$ cat config.mk
export PLATFORM = sky130hd
export DESIGN_NAME = regscore_bypass
export DESIGN_NICKNAME = d
export VERILOG_FILES = /design/src/rtl/regsb_pkg.sv /design/src/rtl/regsb_pending_table.sv /design/src/rtl/regsb_src_select.sv /design/src/rtl/regscore_bypass.sv
export SDC_FILE = /design/constraint.sdc
export NUM_CORES = 1
export LEC_CHECK = 0
export BUFFER_PORTS_ARGS = -buffer_cell sky130_fd_sc_hd__buf_2
export CAP_MARGIN = 30
export CORE_AREA = 2 2 176 178
export DETAILED_ROUTE_END_ITERATION = 10
export DIE_AREA = 0 0 178 180
export GPL_ROUTABILITY_DRIVEN = 1
export RECOVER_POWER = 100
export SYNTH_ARGS = -nofsm -noshare
export SYNTH_HDL_FRONTEND = slang
export SYNTH_SLANG_ARGS = --single-unit
$ cat constraint.sdc
create_clock -name clk -period 3.15 [get_ports clk]
set_input_delay 0.4725 -clock clk [delete_from_list [all_inputs] [get_ports clk]]
set_output_delay 0.4725 -clock clk [all_outputs]
set_load 0.05 [all_outputs]
$ cat src/rtl/regsb_pkg.sv
package regsb_pkg;
  // Operand source picked by a selector
  typedef enum logic [1:0] {
    SEL_ZERO = 2'd0,
    SEL_RF   = 2'd1,
    SEL_EX   = 2'd2,
    SEL_MA   = 2'd3
  } opnd_sel_e;
endpackage

$ cat src/rtl/regsb_pending_table.sv
module regsb_pending_table #(
  parameter int NREG = 32,
  localparam int AW = $clog2(NREG)
) (
  input  logic            clk,
  input  logic            rst_n,
  input  logic            set_en,
  input  logic [AW-1:0]   set_addr,
  input  logic            clr_en,
  input  logic [AW-1:0]   clr_addr,
  input  logic [NREG-1:0] flush_mask,
  output logic [NREG-1:0] pending
);
  assign pending[0] = 1'b0;

  for (genvar k = 1; k < NREG; k++) begin : g_bit
    logic hit_set, hit_clr;
    assign hit_set = set_en && (set_addr == AW'(k));
    assign hit_clr = (clr_en && (clr_addr == AW'(k))) || flush_mask[k];
    always_ff @(posedge clk) begin
      if (!rst_n)       pending[k] <= 1'b0;
      else if (hit_set) pending[k] <= 1'b1;   // younger writer wins
      else if (hit_clr) pending[k] <= 1'b0;
    end

    // a flushed bit is clear next cycle unless set at once
    p_flush_clears_r9: assert property (@(posedge clk) disable iff (!rst_n)
      (flush_mask[k] && !hit_set) |=> !pending[k]);
  end

  // issue marks the destination
  p_set_marks_r1: assert property (@(posedge clk) disable iff (!rst_n)
    (set_en && set_addr != '0) |=> pending[$past(set_addr)]);
  // write-back clears unless a same-cycle set
  p_wb_clears_r2: assert property (@(posedge clk) disable iff (!rst_n)
    (clr_en && !(set_en && set_addr == clr_addr)) |=> !pending[$past(clr_addr)]);
endmodule

$ cat src/rtl/regsb_src_select.sv
module regsb_src_select
  import regsb_pkg::*;
#(
  parameter int XLEN = 64,
  parameter int NREG = 32,
  localparam int AW = $clog2(NREG)
) (
  input  logic            clk,
  input  logic            rst_n,
  input  logic            rd_en,
  input  logic [AW-1:0]   rd_addr,
  input  logic [NREG-1:0] pending,
  input  logic [XLEN-1:0] rf_data,
  input  logic            ex_avld,
  input  logic            ex_dvld,
  input  logic [AW-1:0]   ex_addr,
  input  logic [XLEN-1:0] ex_data,
  input  logic            ma_avld,
  input  logic            ma_dvld,
  input  logic [AW-1:0]   ma_addr,
  input  logic [XLEN-1:0] ma_data,
  output logic [XLEN-1:0] opnd,
  output logic            stall
);
  opnd_sel_e sel;
  logic needs, is_pend, ex_hit, ma_hit;

  assign needs   = rd_en && (rd_addr != '0);
  assign is_pend = pending[rd_addr];
  assign ex_hit  = ex_avld && (ex_addr == rd_addr);
  assign ma_hit  = ma_avld && (ma_addr == rd_addr);

  always_comb begin
    sel   = SEL_RF;
    stall = 1'b0;
    if (!needs) begin
      sel = SEL_ZERO;
    end else if (is_pend) begin
      if (ex_hit) begin
        if (ex_dvld) sel = SEL_EX;
        else begin sel = SEL_ZERO; stall = 1'b1; end
      end else if (ma_hit && ma_dvld) begin
        sel = SEL_MA;
      end else begin
        sel = SEL_ZERO; stall = 1'b1;
      end
    end
  end

  always_comb begin
    unique case (sel)
      SEL_RF:  opnd = rf_data;
      SEL_EX:  opnd = ex_data;
      SEL_MA:  opnd = ma_data;
      default: opnd = '0;
    endcase
  end

  // register 0 is zero and never stalls
  p_x0_zero_r3: assert property (@(posedge clk) disable iff (!rst_n)
    (rd_en && rd_addr == '0) |-> (opnd == '0 && !stall));
  // a stall needs a pending flag from the table
  p_stall_needs_pend_r7: assert property (@(posedge clk) disable iff (!rst_n)
    stall |-> (rd_en && pending[rd_addr]));
  // clear register reads the file
  p_clean_reads_rf_r4: assert property (@(posedge clk) disable iff (!rst_n)
    (needs && !pending[rd_addr]) |-> (opnd == rf_data));
endmodule

$ cat src/rtl/regscore_bypass.sv
module regscore_bypass #(
  parameter int XLEN = 64,
  parameter int NREG = 32,
  localparam int AW = $clog2(NREG),
  localparam int NSRC = 2
) (
  input  logic            clk,
  input  logic            rst_n,
  input  logic            dec_valid,
  output logic            dec_ready,
  input  logic [AW-1:0]   dec_rs1_addr,
  input  logic            dec_rs1_en,
  input  logic [AW-1:0]   dec_rs2_addr,
  input  logic            dec_rs2_en,
  input  logic            dec_wr_en,
  input  logic [AW-1:0]   dec_rd_addr,
  input  logic [XLEN-1:0] rf_rs1_data,
  input  logic [XLEN-1:0] rf_rs2_data,
  output logic            iss_valid,
  input  logic            iss_ready,
  output logic [XLEN-1:0] iss_rs1_data,
  output logic [XLEN-1:0] iss_rs2_data,
  input  logic            wb_we,
  input  logic [AW-1:0]   wb_addr,
  input  logic [NREG-1:0] flush_mask,
  input  logic            ex_fwd_addr_vld,
  input  logic            ex_fwd_data_vld,
  input  logic [AW-1:0]   ex_fwd_addr,
  input  logic [XLEN-1:0] ex_fwd_data,
  input  logic            ma_fwd_addr_vld,
  input  logic            ma_fwd_data_vld,
  input  logic [AW-1:0]   ma_fwd_addr,
  input  logic [XLEN-1:0] ma_fwd_data
);
  logic [NREG-1:0] pending;
  logic [NSRC-1:0] src_en, src_stall;
  logic [AW-1:0]   src_addr [NSRC];
  logic [XLEN-1:0] src_rf   [NSRC];
  logic [XLEN-1:0] src_opnd [NSRC];
  logic waw, hazard, fire, set_en;

  assign src_en      = {dec_rs2_en, dec_rs1_en};
  assign src_addr[0] = dec_rs1_addr;
  assign src_addr[1] = dec_rs2_addr;
  assign src_rf[0]   = rf_rs1_data;
  assign src_rf[1]   = rf_rs2_data;

  for (genvar s = 0; s < NSRC; s++) begin : g_src
    regsb_src_select #(.XLEN(XLEN), .NREG(NREG)) i_sel (
      .clk     (clk),
      .rst_n   (rst_n),
      .rd_en   (src_en[s]),
      .rd_addr (src_addr[s]),
      .pending (pending),
      .rf_data (src_rf[s]),
      .ex_avld (ex_fwd_addr_vld),
      .ex_dvld (ex_fwd_data_vld),
      .ex_addr (ex_fwd_addr),
      .ex_data (ex_fwd_data),
      .ma_avld (ma_fwd_addr_vld),
      .ma_dvld (ma_fwd_data_vld),
      .ma_addr (ma_fwd_addr),
      .ma_data (ma_fwd_data),
      .opnd    (src_opnd[s]),
      .stall   (src_stall[s])
    );
  end

  assign iss_rs1_data = src_opnd[0];
  assign iss_rs2_data = src_opnd[1];

  // Second writer to a busy register waits unless it is being retired now
  assign waw    = dec_wr_en && (dec_rd_addr != '0) && pending[dec_rd_addr]
                  && !(wb_we && wb_addr == dec_rd_addr);
  assign hazard = (|src_stall) || waw;
  assign iss_valid = dec_valid && !hazard;
  assign dec_ready = iss_ready && !hazard;
  assign fire      = iss_valid && iss_ready;
  assign set_en    = fire && dec_wr_en;

  regsb_pending_table #(.NREG(NREG)) i_table (
    .clk        (clk),
    .rst_n      (rst_n),
    .set_en     (set_en),
    .set_addr   (dec_rd_addr),
    .clr_en     (wb_we),
    .clr_addr   (wb_addr),
    .flush_mask (flush_mask),
    .pending    (pending)
  );

  // no transfer while execute refuses
  p_no_record_unready_r11: assert property (@(posedge clk) disable iff (!rst_n)
    (dec_valid && dec_wr_en && dec_rd_addr != '0 && !iss_ready
     && !pending[dec_rd_addr] && !flush_mask[dec_rd_addr]) |=> !pending[$past(dec_rd_addr)]);
  // busy destination blocks the stream
  p_waw_blocks_r10: assert property (@(posedge clk) disable iff (!rst_n)
    (dec_wr_en && dec_rd_addr != '0 && pending[dec_rd_addr] && !(wb_we && wb_addr == dec_rd_addr))
    |-> (!iss_valid && !dec_ready));
endmodule

### Word-level counts from Yosys, hierarchy flattened

Cells that the tools add are included.

| word-level totals | value |
|---|---|
| bits in registers | 31 |
| word-level logic and storage cells | 342 |

| cells by class | value |
|---|---|
| order comparisons | 3 |
| equality and inequality tests | 73 |
| muxes and demuxes | 88 |
| reductions and logical operators | 147 |

Operator list:

| operator | count |
|---|---|
| 64-bit case mux with 3 select lines | 2 |
| 5-bit equality test (second input constant) | 32 |
| 5-bit by 4-bit equality test with 1-bit output (second input constant) | 16 |
| 1-bit logical AND | 78 |
| 1-bit two-way mux | 74 |
| 2-bit nonzero test | 31 |
| 5-bit by 3-bit equality test with 1-bit output (second input constant) | 8 |
| 1-bit logical OR | 32 |
| 5-bit equality test | 5 |
| 5-bit by 2-bit equality test with 1-bit output (second input constant) | 4 |
| 5-bit by 6-bit < comparator with 1-bit output (second input constant) | 3 |
| 2-bit two-way mux | 9 |
| 1-bit binary-select mux with 5-bit select | 3 |
| 5-bit nonzero test | 3 |
| 5-bit by 1-bit equality test with 1-bit output (second input constant) | 2 |
| 2-bit equality test (second input constant) | 4 |
| 2-bit by 1-bit equality test with 1-bit output (second input constant) | 2 |
| 1-bit zero test | 2 |
| 2-bit OR reduction | 1 |

### Logic depth before layout (Yosys ltp)

| logic depth | value |
|---|---|
| word-level depth | 15 |
| depth in mapped cells | 10 |
| mapped depth without buffers | 6 |

### By module

Synthesis repeated with hierarchy kept, for this count alone.

| second synthesis, totals | value |
|---|---|
| cell total of the unflattened synthesis | 1,372 |
| area, all modules | 9,090.0 µm² |

Modules (own cells, without submodules):

| module | instances | cells an instance | area each (µm²) | seq. area each (µm²) |
|---|---|---|---|---|
| regsb_src_select | 2 | 585 | 3,654.8 | 0.0 |
| regsb_pending_table | 1 | 162 | 1,375.1 | 620.6 |
| regscore_bypass | 1 | 40 | 405.4 | 0.0 |

### Least setup slack after synthesis

No wires, ideal clock.

| timing path | value |
|---|---|
| kind | input -> output |
| from | input port dec_rs1_addr[0] |
| to | output port iss_rs1_data[43] |
| arrival | 3.050 ns |
| required time | 2.677 ns |
| setup slack | -0.372 ns |
| stages | 8 |
| path buffers | 3 |
| cells stage by stage | buf_2 mux4_2 nand2b_1 nand3_1 nand4_1 buf_2 clkbuf_1 a211oi_1 |

| on the way | value |
|---|---|
| cells in the longest elaborated chain, start to end | 9 |

Ends and longest elaborated chain:

| what | line | RTL |
|---|---|---|
| from (decl) | regscore_bypass.sv:11 | `input logic [AW-1:0] dec_rs1_addr,` |
| parallel branches: the longest is 6 deep, another holds 1-bit binary-select mux with 5-bit select | n/a |  |
| 2-bit two-way mux * | regsb_src_select.sv:36 | `if (!needs) begin` |
| 2-bit equality test / 2-bit by 1-bit equality test with 1-bit output (equally long branches) | regsb_src_select.sv:51 | `unique case (sel)` |
| 64-bit case mux with 3 select lines * | regsb_src_select.sv:51 |  |
| to (decl) | regscore_bypass.sv:21 | `output logic [XLEN-1:0] iss_rs1_data,` |

Every way passes the cells marked *. The select of a mux whose other input is x is not followed.

### Worst setup path after layout

| timing path | value |
|---|---|
| from | input port dec_rs2_addr[4] |
| to | output port iss_rs2_data[43] |

| on the way | value |
|---|---|
| cells in the longest elaborated chain, start to end | 9 |

Ends and longest elaborated chain:

| what | line | RTL |
|---|---|---|
| from (decl) | regscore_bypass.sv:13 | `input logic [AW-1:0] dec_rs2_addr,` |
| parallel branches: the longest is 6 deep, another holds 1-bit binary-select mux with 5-bit select | n/a |  |
| 2-bit two-way mux * | regsb_src_select.sv:36 |  |
| 2-bit equality test / 2-bit by 1-bit equality test with 1-bit output (equally long branches) | regsb_src_select.sv:51 |  |
| 64-bit case mux with 3 select lines * | regsb_src_select.sv:51 |  |
| to (decl) | regscore_bypass.sv:22 | `output logic [XLEN-1:0] iss_rs2_data,` |

Marked as above.

==> summary.md <==
| Metric | Value |
|---|---|
| Placed insts | 1655 |
| Hold crit path type | in2reg |
| Worst slack at placement | -0.188 ns |
| Hold WS | 0.456 ns |
| CP endpoint kind | primary output |
| Maxcap violations | 0 |
| Status | complete, but fails checks |
| EDFF count, synth | 0 |
| Syn Inst Count | around 830 |
| TritonCTS Buffers | 5 |
| Antenna violations before repair | 22 |
| Data arrival time of the worst path | 2.71 ns |
| Clock skew | 0.00329 ns |
| Slew of the pin with the lowest slew margin | 1.02 ns |
| Post-Syn Nets | roughly 1200 |
| Sinks on Clock Net | 31 |
| CP Class | in2out |
| Mean Syn Cell Area | 6.84 sq um |
| Synth unique cells | 44 |
| WP data required | between 2 and 3 ns |
| Leakage | 3.95 nW |
| Hold Path Sink | i_table.pending[10] |
| DIE WIDTH | 178 um |
| Fin Setup TNS | -0.0297 ns |
| CTS tree | yes |
| Clk slew on worst S/H paths | about 0.05 ns |
| Die Area | 32000 sq um |
| Slew headroom | 31.7% |
| Slowest CP cell | a211oi_2 |
| 1st-iter DRT viols | 696 |
| WL per Instance | 23.4 um |
| Post-route cell area | between 10000 and 15000 sq um |
| Maximum clock frequency | 314 MHz |
| Crit path time final | 3.18 ns |
| Hold Buf Count CTS | 0 |
| Pwr/cell area | approximately 260 nW/um^2 |
| Commonest cells after routing, fill and taps aside | buf_2 (353), a22oi_1 (130), nor2_1 (108) |
| Gp weighted congestion | roughly 0.97 |
| Row count | 64 |
| Share of layout cells above drive strength 1 | between 50% and 60% |
| Starting density of the core | 18.8% |
| Clock Latency Late Sink | around 0.28 ns |
| Fillers | around 3300 |
| CP startpoint kind | input port |
| # DRC | 0 |
| First-pass GRT wire length | between 50 and 60 mm |
| Root buf cell | clkbuf_16 |
| Worst reg2reg endpoint | i_table.pending[23] |
| Largest net degree at the start of global routing | 65 |
| Tot Pwr | about 2.6 mW |
| Final cell count without fillers | 1686 |
| Hold_sp | flush_mask[10] |
| #FFs+latches synth | 31 |
| Worst hold stages | 3 |
| Max reg flops | 31 |
| Most common library cell in the layout ignoring fill and taps | buf_2 |
| Vias | 9124 |
| Worst r2r path cells | 8 |
| Area growth syn-to-layout | 77.1% |
| Fin worst setup slack | -0.0297 ns |
| Peak supply drop | 0.232 mV |
| Placed cell area | 9460 sq um |
| # IOs | 460 |
| Failing checks | setup timing |
| Total congestion overflow | 0 |
| Top cell by count, worst path | buf_4 |
| Synth warn | 0 |
| Fin crit share | 101% |
| Worst path cell trace | clkbuf_1, xor2_1, nor4_1, buf_4, and3_2, buf_4, buf_12, a22oi_1, a211oi_2, buf_2 |
| Die H | 180 um |
| Critical path peak fanout | 20 |
| Reg-to-reg slack, setup | 0.53 ns |
| Hold Vio Cnt, Final | 0 |
| Clock tree buffer depth | 2 |
| Layout Utilization | 33.3% |
| Vias in the first global route | between 8000 and 9000 |
| Antenna-violating nets left | 0 |
| Routed wire length | 39.5 mm |
| Final setup vio count | 1 |
| Drt pass-1 iters | 6 |
| Async S/R FF share, synth | 0% |
| Top reg by flops | i_table.pending |
| Core footprint | a little over 30000 sq um |
| Worst reg2reg startpoint | i_table.pending[7] |
| I/O Buffers | approximately 460 |
| Pins Over Slew Limit | 0 |
| RSZ-0062 raised after global routing | yes |
| Top_reg_cell synth | dfxtp_1 |
| Post-DP HPWL | 32.2 mm |
| GR Util All Layers | 22.5% |
| Synth Cell Area | roughly 5700 sq um |
| Critical path's largest stage delay | 0.42 ns |
| Sequential area share after synthesis | roughly 11% |
| DR vias/cell | around 5.4 |
| Final net count | 1603 |
| Biggest regs | i_table.pending (31) |
| H-tree levels | 2 |
==> how the worst max path moves through the flow <==
stage | startpoint | to | slack (ns) | depth (start not counted)
3_5_place_dp | dec_rs1_addr[1] | iss_rs1_data[45] | -0.19 | 9
5_1_grt | dec_rs2_addr[4] | iss_rs2_data[43] | -0.13 | 10
3_3_place_gp | dec_rs1_addr[1] | iss_rs1_data[45] | -0.15 | 9
6_report | dec_rs2_addr[4] | iss_rs2_data[43] | -0.03 | 10
4_1_cts | dec_rs2_addr[0] | iss_rs2_data[2] | -0.03 | 9
2_1_floorplan | dec_rs1_addr[0] | iss_rs1_data[43] | -0.37 | 8
==> Yosys cell counts (4+ instances only) <==
library cell  number  area share, %
nand3_1           44            3.9
xor2_1            16            2.5
nand2_1           41            2.7
nor4_1             4           0.44
o21ai_0           15            1.3
a211o_1           10            1.5
mux4_2            13            5.2
o21ai_1           29            2.6
mux2i_1           19            3.3
nor2b_1            6           0.66
nor2_1           111            7.3
nor3_1             7           0.62
and2_1             4           0.44
xnor2_1            9            1.4
a22oi_1          132             17
nand4b_1           4           0.62
a311o_1            5           0.88
clkbuf_1          33            2.2
dfxtp_1           31             11
nand4_1            6           0.66
nand2b_1          12            1.3
a21oi_1           50            4.4
buf_4             10            1.3
buf_2             54            4.8
inv_1              8           0.53
a211oi_1         129             17
==> worst max-delay path: cells and delay by family <==
kind,cells,cell delay (ns)
compound gates,2,0.55
buf+inv,5,0.96
xor+xnor,1,0.16
simple gates,2,0.55
==> power breakdown <==
part,internal (mW),switching [mW],total (mW)
registers,0.393,0.000937,0.394
logic,0.586,1.11,1.70
clock network,0.336,0.168,0.504
==> cell families after synthesis <==
kind of cell              after synthesis  share of synthesized area [%]
xor gates and xnor gates               25                           3.85
AOI/OAI and AO/OA                     381                           46.9
muxes                                  34                           8.89
and+or+nand+nor                       252                           20.4
DFF                                    31                           10.9
buffers and inverters                 108                           9.11
==> per-layer routing <==
layer | track usage, % | wire length (um) | vias up
li1 | - | - | 4117
met1 | 27.7 | 15200 | 4354
met2 | 39.6 | 19700 | 571
met3 | 3.87 | 3490 | 76
met4 | 7.15 | 1090 | 6
met5 | 0 | 39 | -
==> repair_timing <==
action                                  4_1_cts  5_1_grt
setup buffers                                 0        5
cloned                                        0        2
pin swaps                                     2       10
endpoints found under the setup margin       39       83
resized for setup                            14      131
==> cell type report <==
class                           instances  area [sq um]  share of cell area [%]
Tap cell                              396           495                    4.92
Clock buffer                            8           156                    1.55
Inverter                                8          30.0                   0.298
Antenna cell                           16          40.0                   0.398
Multi-Input combinational cell        692          5190                    51.6
Sequential cell                        31           621                    6.17
Timing Repair Buffer                  535          3530                    35.1
Power figures use the tool's default switching activity.
